$ cat config.mk
export PLATFORM = sky130hd
export DESIGN_NAME = bts_unit
export DESIGN_NICKNAME = d
export VERILOG_FILES = /design/src/rtl/bts_pkg.sv /design/src/rtl/bts_datapath.sv /design/src/rtl/bts_control.sv /design/src/rtl/bts_unit.sv
export SDC_FILE = /design/constraint.sdc
export NUM_CORES = 1
export LEC_CHECK = 0
export BUFFER_PORTS_ARGS = -buffer_cell sky130_fd_sc_hd__buf_4
export CAP_MARGIN = 20
export CORE_MARGIN = 5
export CORE_UTILIZATION = 35
export CTS_BUF_LIST = sky130_fd_sc_hd__clkbuf_16
export CTS_CLUSTER_DIAMETER = 40
export DETAILED_ROUTE_END_ITERATION = 8
export HOLD_SLACK_MARGIN = 0.06
export PLACE_DENSITY = 0.85
export SYNTH_ARGS = -nofsm -noshare
export SYNTH_HDL_FRONTEND = slang
export SYNTH_SLANG_ARGS = --single-unit
$ cat constraint.sdc
create_clock -name clk -period 2.8 [get_ports clk]
set_input_delay 0.42 -clock clk [delete_from_list [all_inputs] [get_ports clk]]
set_output_delay 0.42 -clock clk [all_outputs]
set_load 0.005 [all_outputs]
$ cat src/rtl/bts_pkg.sv
package bts_pkg;
  localparam int OPC_W = 4;
  localparam logic [OPC_W-1:0] OPC_SKIP_IF_CLR = 4'b1011;
  localparam logic [OPC_W-1:0] OPC_SKIP_IF_SET = 4'b1010;

  typedef struct packed {
    logic capture;      // accept the presented instruction this cycle
    logic twoWordNext;  // successor length as seen at capture
  } btsStrobes_t;
endpackage

$ cat src/rtl/bts_datapath.sv
module bts_datapath
  import bts_pkg::*;
#(
  parameter int FILE_W    = 8,
  parameter int BANK_W    = 4,
  parameter int DATA_W    = 8,
  parameter int HIGH_BANK = 15,
  localparam int BIT_IDX_W = $clog2(DATA_W),
  localparam int INSTR_W   = OPC_W + BIT_IDX_W + 1 + FILE_W,
  localparam int ADDR_W    = BANK_W + FILE_W
) (
  input  logic               clk,
  input  logic               rstN,
  input  btsStrobes_t        strobes,
  input  logic [INSTR_W-1:0] instrWord,
  input  logic [BANK_W-1:0]  bankSel,
  input  logic [DATA_W-1:0]  rfRdData,
  output logic               isBitTest,
  output logic               skipCond,
  output logic [ADDR_W-1:0]  rfRdAddr,
  output logic               rfRdEn,
  output logic               resValid,
  output logic               resSkip,
  output logic [1:0]         resPcIncr,
  output logic [1:0]         resSquashCnt
);
  localparam int F_LSB   = 0;
  localparam int ACC_POS = FILE_W;
  localparam int BIT_LSB = FILE_W + 1;
  localparam int OPC_LSB = BIT_LSB + BIT_IDX_W;
  localparam logic [BANK_W-1:0] HIGH_BANK_V = BANK_W'(HIGH_BANK);
  localparam logic [BANK_W-1:0] LOW_BANK_V  = '0;

  logic [OPC_W-1:0]     opcode;
  logic [BIT_IDX_W-1:0] bitIdx;
  logic                 accessSel;
  logic [FILE_W-1:0]    fileAddr;
  logic [BANK_W-1:0]    effBank;
  logic                 testedBit;

  // field split
  assign opcode    = instrWord[OPC_LSB +: OPC_W];
  assign bitIdx    = instrWord[BIT_LSB +: BIT_IDX_W];
  assign accessSel = instrWord[ACC_POS];
  assign fileAddr  = instrWord[F_LSB +: FILE_W];

  assign isBitTest = (opcode == OPC_SKIP_IF_CLR) || (opcode == OPC_SKIP_IF_SET);

  // bank formation
  always_comb begin
    if (accessSel) effBank = bankSel;
    else if (fileAddr[FILE_W-1]) effBank = HIGH_BANK_V;
    else effBank = LOW_BANK_V;
  end

  assign rfRdAddr  = {effBank, fileAddr};
  assign rfRdEn    = strobes.capture;
  assign testedBit = rfRdData[bitIdx];
  assign skipCond  = (opcode == OPC_SKIP_IF_CLR) ? ~testedBit : testedBit;

  always_ff @(posedge clk) begin
    if (!rstN) begin
      resValid     <= 1'b0;
      resSkip      <= 1'b0;
      resPcIncr    <= 2'd0;
      resSquashCnt <= 2'd0;
    end else begin
      resValid <= strobes.capture;
      if (strobes.capture) begin
        resSkip <= skipCond;
        if (!skipCond) begin
          resPcIncr    <= 2'd1;
          resSquashCnt <= 2'd0;
        end else if (strobes.twoWordNext) begin
          resPcIncr    <= 2'd3;
          resSquashCnt <= 2'd2;
        end else begin
          resPcIncr    <= 2'd2;
          resSquashCnt <= 2'd1;
        end
      end
    end
  end

  AST_RESULT_FOLLOWS_READ: assert property (@(posedge clk) disable iff (!rstN)
    rfRdEn |=> resValid);
  AST_INCR_MATCHES_CNT: assert property (@(posedge clk) disable iff (!rstN)
    resValid |-> (resPcIncr == resSquashCnt + 2'd1));
  AST_NOSKIP_NO_SQUASH: assert property (@(posedge clk) disable iff (!rstN)
    (resValid && !resSkip) |-> (resSquashCnt == 2'd0));
endmodule

$ cat src/rtl/bts_control.sv
module bts_control
  import bts_pkg::*;
(
  input  logic        clk,
  input  logic        rstN,
  input  logic        issueValid,
  input  logic        isBitTest,
  input  logic        skipCond,
  input  logic        nextTwoWord,
  output btsStrobes_t strobes,
  output logic        busy
);
  logic [1:0] squashLeft;

  assign busy                = (squashLeft != 2'd0);
  assign strobes.capture     = issueValid && isBitTest && !busy;
  assign strobes.twoWordNext = nextTwoWord;

  always_ff @(posedge clk) begin
    if (!rstN) begin
      squashLeft <= 2'd0;
    end else if (strobes.capture) begin
      if (!skipCond) squashLeft <= 2'd0;
      else if (nextTwoWord) squashLeft <= 2'd2;
      else squashLeft <= 2'd1;
    end else if (busy) begin
      squashLeft <= squashLeft - 2'd1;
    end
  end

  AST_SQUASH_NEVER_THREE: assert property (@(posedge clk) disable iff (!rstN)
    squashLeft != 2'd3);
  AST_SQUASH_DRAINS: assert property (@(posedge clk) disable iff (!rstN)
    (squashLeft == 2'd2) |=> (squashLeft == 2'd1));
endmodule

$ cat src/rtl/bts_unit.sv
module bts_unit
  import bts_pkg::*;
#(
  parameter int FILE_W    = 8,
  parameter int BANK_W    = 4,
  parameter int DATA_W    = 8,
  parameter int HIGH_BANK = 15,
  localparam int BIT_IDX_W = $clog2(DATA_W),
  localparam int INSTR_W   = OPC_W + BIT_IDX_W + 1 + FILE_W,
  localparam int ADDR_W    = BANK_W + FILE_W
) (
  input  logic               clk,
  input  logic               rstN,
  input  logic               issueValid,
  input  logic [INSTR_W-1:0] instrWord,
  input  logic [BANK_W-1:0]  bankSel,
  input  logic               nextTwoWord,
  input  logic [DATA_W-1:0]  rfRdData,
  output logic [ADDR_W-1:0]  rfRdAddr,
  output logic               rfRdEn,
  output logic               resValid,
  output logic               resSkip,
  output logic [1:0]         resPcIncr,
  output logic [1:0]         resSquashCnt,
  output logic               busy
);
  btsStrobes_t strobes;
  logic        isBitTest;
  logic        skipCond;

  bts_control uCtrl (
    .clk(clk), .rstN(rstN), .issueValid(issueValid), .isBitTest(isBitTest),
    .skipCond(skipCond), .nextTwoWord(nextTwoWord), .strobes(strobes), .busy(busy)
  );

  bts_datapath #(
    .FILE_W(FILE_W), .BANK_W(BANK_W), .DATA_W(DATA_W), .HIGH_BANK(HIGH_BANK)
  ) uDp (
    .clk(clk), .rstN(rstN), .strobes(strobes), .instrWord(instrWord),
    .bankSel(bankSel), .rfRdData(rfRdData), .isBitTest(isBitTest),
    .skipCond(skipCond), .rfRdAddr(rfRdAddr), .rfRdEn(rfRdEn),
    .resValid(resValid), .resSkip(resSkip), .resPcIncr(resPcIncr),
    .resSquashCnt(resSquashCnt)
  );

  AST_READ_ONLY_WHEN_IDLE: assert property (@(posedge clk) disable iff (!rstN)
    rfRdEn |-> !busy);
  AST_SKIP_MEANS_BUSY: assert property (@(posedge clk) disable iff (!rstN)
    (resValid && resSkip) |-> busy);
  AST_NOSKIP_FREE: assert property (@(posedge clk) disable iff (!rstN)
    (resValid && !resSkip) |-> !busy);
  AST_IDLE_AFTER_RESET: assert property (@(posedge clk)
    !rstN |=> (!resValid && !busy));
endmodule

Yosys cells after proc, flatten, opt, wreduce, memory -nomap -nowiden

Index checks and enable logic that the tools add are counted.

Flip-flop bits (word level): 8
Output and inout bits: 20
Bits of input ports: 32

Order comparisons: 1
Equal/unequal tests: 2
Mux-type cells: 11
Reduce and logical (&&, ||, !) cells: 6
Bitwise gates (word level): 1
$add $sub $neg: 1

Operators by type and width:

| operator                                                              | count |
|---|---|
| 2-bit two-way mux                                                     | 5 |
| 4-bit equality test (second input constant)                           | 2 |
| 4-bit two-way mux                                                     | 2 |
| 3-bit by 4-bit < comparator with 1-bit output (second input constant) | 1 |
| 2-bit nonzero test                                                    | 2 |
| 1-bit binary-select mux with 3-bit select                             | 1 |
| 1-bit two-way mux                                                     | 3 |
| 1-bit logical AND                                                     | 2 |
| 2-bit by 1-bit subtractor with 2-bit output (second input constant)   | 1 |
| 1-bit logical NOT                                                     | 1 |
| 1-bit logical OR                                                      | 1 |
| 1-bit NOT                                                             | 1 |

Depth between registers and ports, before layout

Gate-level depths: netlist of the first run.

Depth in word-level cells: 6
Gate-level depth with buffers: 7
Depth with buffers taken out: 7

Hierarchy

Synthesis of the first run repeated with hierarchy kept, for this count alone.

Cell total of the unflattened synthesis: 72
Area, all modules: 571.8 µm²

By module, submodules not included:

| module       | times used | cells an instance | area an instance (µm²) |
|---|---|---|---|
| bts_datapath | 1          | 53                | 437.9 |
| bts_control  | 1          | 19                | 133.9 |

Least setup slack after synthesis of the first run

OpenSTA, ideal clock, no wires.

Kind: input port to flip-flop
Start point: in instrWord[9]
End point: reg uCtrl.squashLeft[0]
Setup time: 122 ps
Stages on the path: 5
Arrival time: 1,389 ps
Path slack: 1,289 ps
Data required time: 2,678 ps
Cell sequence: mux2_4 > a2bb2oi_2 > nand3_1 > a211oi_2 > o31a_2

Word-level cells in the longest chain between the ends: 6

RTL lines:

| element                                     | line               | text |
|---|---|---|
| from (decl)                                 | bts_unit.sv:15     | `input logic [INSTR_W-1:0] instrWord,` |
| 1-bit binary-select mux with 3-bit select * | bts_datapath.sv:58 | `assign testedBit = rfRdData[bitIdx];` |
| 1-bit two-way mux (implied by the code) *   | bts_datapath.sv:58 |  |
| 1-bit NOT                                   | bts_datapath.sv:59 | `assign skipCond = (opcode == OPC_SKIP_IF_CLR) ? ~testedBit : testedBit;` |
| 1-bit two-way mux *                         | bts_datapath.sv:59 |  |
| 2-bit two-way mux *                         | bts_control.sv:23  | `if (!skipCond) squashLeft <= 2'd0;` |
| 2-bit two-way mux *                         | bts_control.sv:22  | `end else if (strobes.capture) begin` |
| to (signal assigned)                        | bts_control.sv:27  | `squashLeft <= squashLeft - 2'd1;` |
| to (decl)                                   | bts_control.sv:13  | `logic [1:0] squashLeft;` |

Mark *: on every way between the ends. The rest lies on a longest branch, timed or not. The select of a mux whose other input is x is not followed.
A chain may end at the register's enable or synchronous reset.

Worst setup path in the final report of the first run

Start point: reg uCtrl.squashLeft[0]
End point: out rfRdEn

Word-level cells in the longest chain between the ends: 3

RTL lines:

| element            | line              | text |
|---|---|---|
| 2-bit nonzero test | bts_control.sv:15 | `assign busy = (squashLeft != 2'd0);` |
| 1-bit logical NOT  | bts_control.sv:16 | `assign strobes.capture = issueValid && isBitTest && !busy;` |
| 1-bit logical AND  | bts_control.sv:16 |  |
| to (decl)          | bts_unit.sv:20    | `output logic rfRdEn,` |

No other way between the ends.

==> run metrics, run 1 <==
Starting Density=0.382; Worst EP arrival=1290 ps; CP Class=reg -> out; first-pass GRT wire length=2040 µm; register bit total from synthesis=7; worst path cell trace=inv_1 -> ha_1 -> nand2_1 -> inv_1 -> buf_4; Die W=48.1 µm; DR WL/cell=12.8 µm; leakage=0.432 nW; Synth top cells by count=11 x nand2_1, 9 x buf_4, 7 x dfxtp_1, 6 x nor2_1, 5 x inv_1; fill count=125; CTS tree=built; vias in the first global route=556; min-delay worst type=in -> reg; final setup fails=0; Main synth FF type=dfxtp_1; Seq/Total Area, Yosys=0.275; post-synthesis mux area share=0.0885; Critical Path Sink Type=output pin; cell family contributing the most delay on the critical path=buffers and inverters; setup_tns=0 ps; CTS Root Cell=clkbuf_16; hold_buf cts=0; met1 WL=490 µm; crit path buf inv count=3; remaining global-route overflow=0; H-tree levels=1; Max stage delay on crit path=320 ps; post-synth cell types=25; die area=2320 µm²; Max-Cap Viols=0; # DRC=0; final worst path period share=0.610; Synth top area share=0.275; skew final=0.793 ps; Die Ht=48.1 µm; status=finished clean; Final ANT Viol Nets=0; drt first pass iters=4; Final Hold Fails=0; register area=140 µm²; Worst EP required=2380 ps; worst hold margin=440 ps; final net count=130; Max Freq=586 MHz; CORE AREA=1330 µm²; share of async-settable or async-resettable flops after synthesis=0; xor and xnor area share after synthesis=0; maximum vdd ir drop=0.341 mV; top-level I/O count=52; post-synthesis adder-cell area fraction=0.0246; initial antenna violation count=0; Synth Warn #=0; RSZ-0062 raised after global routing=false; # diodes=0; CP most frequent cell=inv_1; CP Max Fanout=5; DR vias/cell=4.97; Mapped Cells=64; syn_nets=97; post-synthesis simple-gate area fraction=0.253; cell area power density=656 nW/µm²; via count=552; R2R cell count=7; Synth Area in Compound Gates=0.189; Clock Latency Late Sink=230 ps; total detailed-routing wirelength=1420 µm; CP max-delay cell=dfxtp_1; Mean Syn Cell Area=7.96 µm²; DRT iter0 DRCs=11; most common cell in the netlist=nand2_1; top layer in use=met4; share of layout cells above drive strength 1=0.469; Area growth, synth to finish=60.4%; row cnt=13; Max-slew headroom=0.835; Reg clk slew, reported paths=30 ps; Critical Path Start Type=register; max-slew violation count=0; synthesized cell area=509 µm²; met2 wire length=610 µm; Crit path depth=5; metal3 WL=278 µm; Sink Count=7; largest family of logic cells by synthesized area=simple AND/OR/NAND/NOR gates; hold path depth=2; final RePlAce weighted congestion=0.771; clk buf depth=2; DP HPWL=1190 µm; dominant cells by area after synthesis=dfxtp_1 28%, buf_4 13%, nand2_1 8.1%, mux2i_1 5.9%, nor2_1 4.4%; Slew @ Worst Pin=248 ps; area leader, netlist=dfxtp_1; EDFF count, synth=0; Multi-input gate area=283 µm²; total track usage=0.128; largest net degree at the start of global routing=7; cts bufs inserted=3; cts repair resizes=0; # Post-CTS Setup Buffers=0; IO Port Bufs=37; Period minus WS final=1710 ps
[metrics by stage]
| step | worst slack, ps | util | cells | total power, W | cell area [µm²] |
|---|---|---|---|---|---|
| 6_report | 1090 | 0.613 | 111 | 0.000536 | 817 |
| 5_1_grt | 977 | 0.613 | 111 | 0.000567 | 817 |
| 2_1_floorplan | 1290 | - | 64 | 0.000230 | 509 |
| 3_3_place_gp | 1110 | 0.553 | 107 | 0.000292 | 738 |
| 4_1_cts | 1100 | 0.613 | 111 | 0.000542 | 817 |
| 3_5_place_dp | 1060 | 0.553 | 107 | 0.000299 | 738 |
[placed cells by master, fill, tap and decap left out, types with 2 or more instances in the layout]
master,Yosys,final
o21a_1,2,2
inv_1,5,6
buf_4,9,37
nor2b_1,2,2
clkbuf_16,0,3
mux2i_1,3,3
nor2_1,6,6
dfxtp_1,7,7
nor3_1,2,2
and2_1,2,2
nand2_1,11,11
[flip-flops by register name (all words and copies together), names as in the netlist]
| signal | flops |
|---|---|
| uCtrl.squashLeft | 2 |
| uDp.resSquashCnt | 2 |
| uDp.resPcIncr | 1 |
| uDp.resSkip | 1 |
| uDp.resValid | 1 |
[routing by layer]
layer  global-route usage  vias to the layer above
li1                     -                      271
met1                0.113                      238
met2                0.216                       35
met3               0.0664                        8
met4               0.0968                        0
met5                    0                        -
[report_power, final]
group	switching (W)	leakage (nW)	internal, W
logic	0.0000779	0.333	0.0000941
clock network	0.0000541	0.0423	0.000186
registers	0.00000655	0.0569	0.000118
total	0.000139	0.432	0.000398
[layout make-up]
| type | count | share of cell area |
|---|---|---|
| Sequential cell | 7 | 0.172 |
| Inverter | 5 | 0.0230 |
| Tap cell | 15 | 0.0230 |
| Timing Repair Buffer | 37 | 0.340 |
| Multi-Input combinational cell | 43 | 0.346 |
| Clock buffer | 3 | 0.0919 |
| Clock inverter | 1 | 0.00459 |
[kinds of logic after synthesis]
| family | after synthesis |
|---|---|
| mux | 4 |
| simple gates | 27 |
| compound gates | 11 |
| flops | 7 |
| buf+inv | 14 |
| fa+ha+maj | 1 |
[final timing paths]
check | startpoint | to | slack (ps)
hold reg to reg | uDp.resSkip$_SDFFE_PN0P_ | uDp.resSkip$_SDFFE_PN0P_ | 510
setup / recovery | uCtrl.squashLeft[0]$_SDFFE_PN0P_ | rfRdEn | 1090
setup reg to reg | uCtrl.squashLeft[0]$_SDFFE_PN0P_ | uCtrl.squashLeft[1]$_SDFFE_PN0P_ | 1340
hold / removal | rstN | uDp.resSquashCnt[0]$_SDFFE_PN0P_ | 440
No activity file was read; power rests on OpenSTA's default activity.
==> run 2, diff against run 1 <==
ABC_AREA = 1   (was default)
CORE_ASPECT_RATIO = 0.75   (was default)
CORE_UTILIZATION = 32   (was 35)
PLACE_DENSITY = 0.79   (was 0.85)
clock period = 1.5 ns   (was 2.8 ns; I/O delays follow)
==> run 2 against run 1 <==
Against the previous run:
- clock skew is 1.2 ps higher
- flip-flop and latch count stayed put
- cell count is 28% higher
- global-route usage is 2.0 points lower
- worst hold slack worse by 140 ps
- clock power is 88% higher
- via count is 7.1% higher
- critical endpoint unchanged
- final area is 8.4% higher
- critical path depth stayed put
==> run metrics, run 2 <==
via count=591 (was 552); EDFF count, synth=0 (unchanged); Crit Reg-Reg Endpoint=uDp.resSquashCnt[1]$_SDFFE_PN0P_ (was uCtrl.squashLeft[1]$_SDFFE_PN0P_); initial antenna violation count=0 (unchanged); synthesized cell area=569 µm² (was 509 µm²); max-slew violation count=0 (unchanged); post-synth cell types=15 (was 25); Worst R2R Setup Slack=310 ps (was 1340 ps); commonest non-fill, non-tap cells in the layout=37 x buf_4, 26 x nand2_1, 20 x inv_1 (was 37 x buf_4, 11 x nand2_1, 7 x dfxtp_1); Max-slew headroom=0.821 (was 0.835); setup_tns=0 ps (unchanged); Final Instance Area=886 µm² (was 817 µm²); final worst path period share=0.941; R2R cell count=7 (unchanged); final setup fails=0 (unchanged); Mean Syn Cell Area=6.47 µm² (was 7.96 µm²); RR Startpoint=uCtrl.squashLeft[0]$_SDFFE_PN0P_ (unchanged); remaining global-route overflow=0 (unchanged); top-level I/O count=52 (unchanged); die area=2730 µm² (was 2320 µm²); CP Max Fanout=6 (was 5); Mapped Cells=88 (was 64); CTS Root Cell=clkbuf_16 (unchanged); P_int=0.000723 W (was 0.000398 W); fill count=166 (was 125); sequential share of power=0.228 (was 0.232); final RePlAce weighted congestion=0.748 (was 0.771); Synth top cells by count=26 x nand2_1, 20 x inv_1, 9 x buf_4, 7 x dfxtp_1, 7 x nand3_2 (was 11 x nand2_1, 9 x buf_4, 7 x dfxtp_1, 6 x nor2_1, 5 x inv_1); row cnt=13 (unchanged); # diodes=0 (unchanged); clock share of power=0.443 (was 0.447); Seq/Total Area, Yosys=0.246 (was 0.275); Worst EP arrival=1190 ps (was 1290 ps); status=finished clean (unchanged); Slew @ Worst Pin=267 ps (was 248 ps); drt first pass iters=4 (unchanged); Reg clk slew, reported paths=40 ps (was 30 ps); share of layout cells above drive strength 1=0.425 (was 0.469); maximum vdd ir drop=1.09 mV (was 0.341 mV); hold_buf cts=0 (unchanged); Area growth, synth to finish=55.6% (was 60.4%); min-delay worst type=in -> reg (unchanged); syn_nets=121 (was 97); Gate power share=0.328 (was 0.321); Final ANT Viol Nets=0 (unchanged); DRT iter0 DRCs=9 (was 11); # Post-CTS Setup Buffers=0 (unchanged); share of async-settable or async-resettable flops after synthesis=0 (unchanged); clk buf depth=2 (unchanged); DR WL/cell=10.3 µm (was 12.8 µm); worst hold margin=296 ps (was 440 ps); total detailed-routing wirelength=1460 µm (was 1420 µm); cts repair resizes=0 (unchanged); commonest non-fill, non-tap cell in the layout=buf_4 (unchanged); Period minus WS final=1410 ps; final net count=154 (was 130); Max-Cap Viols=0 (unchanged); Cell Area, Placed=807 µm² (was 738 µm²); register bit total from synthesis=7 (unchanged); Sink Count=7 (unchanged); Main synth FF type=dfxtp_1 (unchanged); most common cell in the netlist=nand2_1 (unchanged); # DRC=0 (unchanged); CTS tree=built (unchanged); RSZ-0062 raised after global routing=false (unchanged); DR vias/cell=4.16 (was 4.97); Synth Warn #=0 (unchanged); Switch Pwr=0.000294 W (was 0.000139 W); vias in the first global route=541 (was 556); H-tree levels=1 (unchanged); Critical Path Start Type=register (unchanged); first-pass GRT wire length=2220 µm (was 2040 µm); area leader, netlist=dfxtp_1 (unchanged); register area=140 µm² (unchanged); Die Ht=46.5 µm (was 48.1 µm); Die W=58.7 µm (was 48.1 µm); Critical Path Sink Type=output pin (unchanged); CP Class=reg -> out (unchanged); Clock Latency Late Sink=230 ps (about the same); Synth top area share=0.246 (was 0.275); largest net degree at the start of global routing=7 (unchanged); Multi-input gate area=283 µm² (unchanged); cts bufs inserted=3 (unchanged); total track usage=0.108 (was 0.128); cell area power density=1150 nW/µm² (was 656 nW/µm²); DP HPWL=1170 µm (was 1190 µm); hold path depth=3 (was 2); Worst EP required=1270 ps (was 2380 ps); IO Port Bufs=37 (unchanged); CORE AREA=1710 µm² (was 1330 µm²); Worst Hold Endpoint=uCtrl.squashLeft[1]$_SDFFE_PN0P_ (was uDp.resSquashCnt[0]$_SDFFE_PN0P_); skew final=2.01 ps (was 0.793 ps); Max Freq=709 MHz; Final Hold Fails=0 (unchanged); dominant cells by area after synthesis=dfxtp_1 25%, nand2_1 17%, inv_1 13%, nand3_2 12%, buf_4 12% (was dfxtp_1 28%, buf_4 13%, nand2_1 8.1%, mux2i_1 5.9%, nor2_1 4.4%); HP Start=rstN (unchanged); Starting Density=0.333 (was 0.382); Switching Share=0.289 (was 0.258); leakage=0.522 nW (was 0.432 nW); biggest regs=uCtrl.squashLeft x2, uDp.resSquashCnt x2 (unchanged)
==> run 2: changes by cell type after synthesis, sizes merged, moves of 2 or more <==
cell and delta:
inv +16, nand3 +8, a21oi +4, nor3 -2
mux2i -3, o31a -2, nor2 -2, and2 -2
nand4 +2, nand2 +16, nor2b -2
==> run 2: how the worst max path moves through the flow <==
stage / start / endpoint / depth (start not counted)
final: uCtrl.squashLeft[0]$_SDFFE_PN0P_ / rfRdEn / 5
after global routing: uCtrl.squashLeft[0]$_SDFFE_PN0P_ / rfRdEn / 5
after CTS: uCtrl.squashLeft[0]$_SDFFE_PN0P_ / rfRdEn / 5
after detailed placement: uCtrl.squashLeft[0]$_SDFFE_PN0P_ / uDp.resSquashCnt[1]$_SDFFE_PN0P_ / 7
after global placement: uCtrl.squashLeft[0]$_SDFFE_PN0P_ / rfRdEn / 5
after floorplan: uCtrl.squashLeft[0]$_SDFFE_PN0P_ / uDp.resSkip$_SDFFE_PN0P_ / 7
==> run 2: per-stage QoR <==
stage / power (W) / cells / utilization / worst slack (ps)
floorplan: 0.000437 / 88 / - / 360
global placement: 0.000545 / 138 / 0.473 / 325
detailed placement: 0.000555 / 138 / 0.473 / 267
CTS: 0.00102 / 142 / 0.519 / 30.8
global route: 0.00108 / 142 / 0.519 / 27.8
finish: 0.00102 / 142 / 0.519 / 88.7
==> run 2: per-layer routing <==
| layer | track usage | wire length (µm) |
|---|---|---|
| met5 | 0 | 0 |
| met4 | 0.0407 | 22 |
| met3 | 0.0168 | 80 |
| met2 | 0.209 | 802 |
| met1 | 0.120 | 555 |
==> run 2: critical path, cell delays in order (launching register included) <==
cell     delay [ps]
dfxtp_1         340
inv_1            50
ha_1            230
inv_2           130
nor2_8           60
buf_4           140
==> run 2: power groups by stage <==
stage	logic, W	clock network (W)	registers (W)
floorplan	0.000206	0	0.000231
global placement	0.000313	0	0.000232
detailed placement	0.000322	0	0.000234
CTS	0.000333	0.000458	0.000231
global route	0.000373	0.000470	0.000235
finish	0.000334	0.000451	0.000232
==> run 2: final cells by class <==
cell class	instances	area share
Inverter	21	0.0890
Clock buffer	3	0.0847
Sequential cell	7	0.158
Clock inverter	1	0.00424
Tap cell	22	0.0311
Timing Repair Buffer	37	0.314
Multi-Input combinational cell	51	0.319
==> run 2: cells by family (layout without fill, tap and decap cells) <==
| kind of cell | Yosys count | in the layout | share of synthesized area |
|---|---|---|---|
| flip-flops | 7 | 7 | 0.246 |
| buffers and inverters | 30 | 62 | 0.257 |
| AO/OA/AOI/OAI | 8 | 8 | 0.0747 |
| adder cells (fa/ha/maj) | 1 | 1 | 0.0220 |
| AND/OR/NAND/NOR | 42 | 42 | 0.400 |
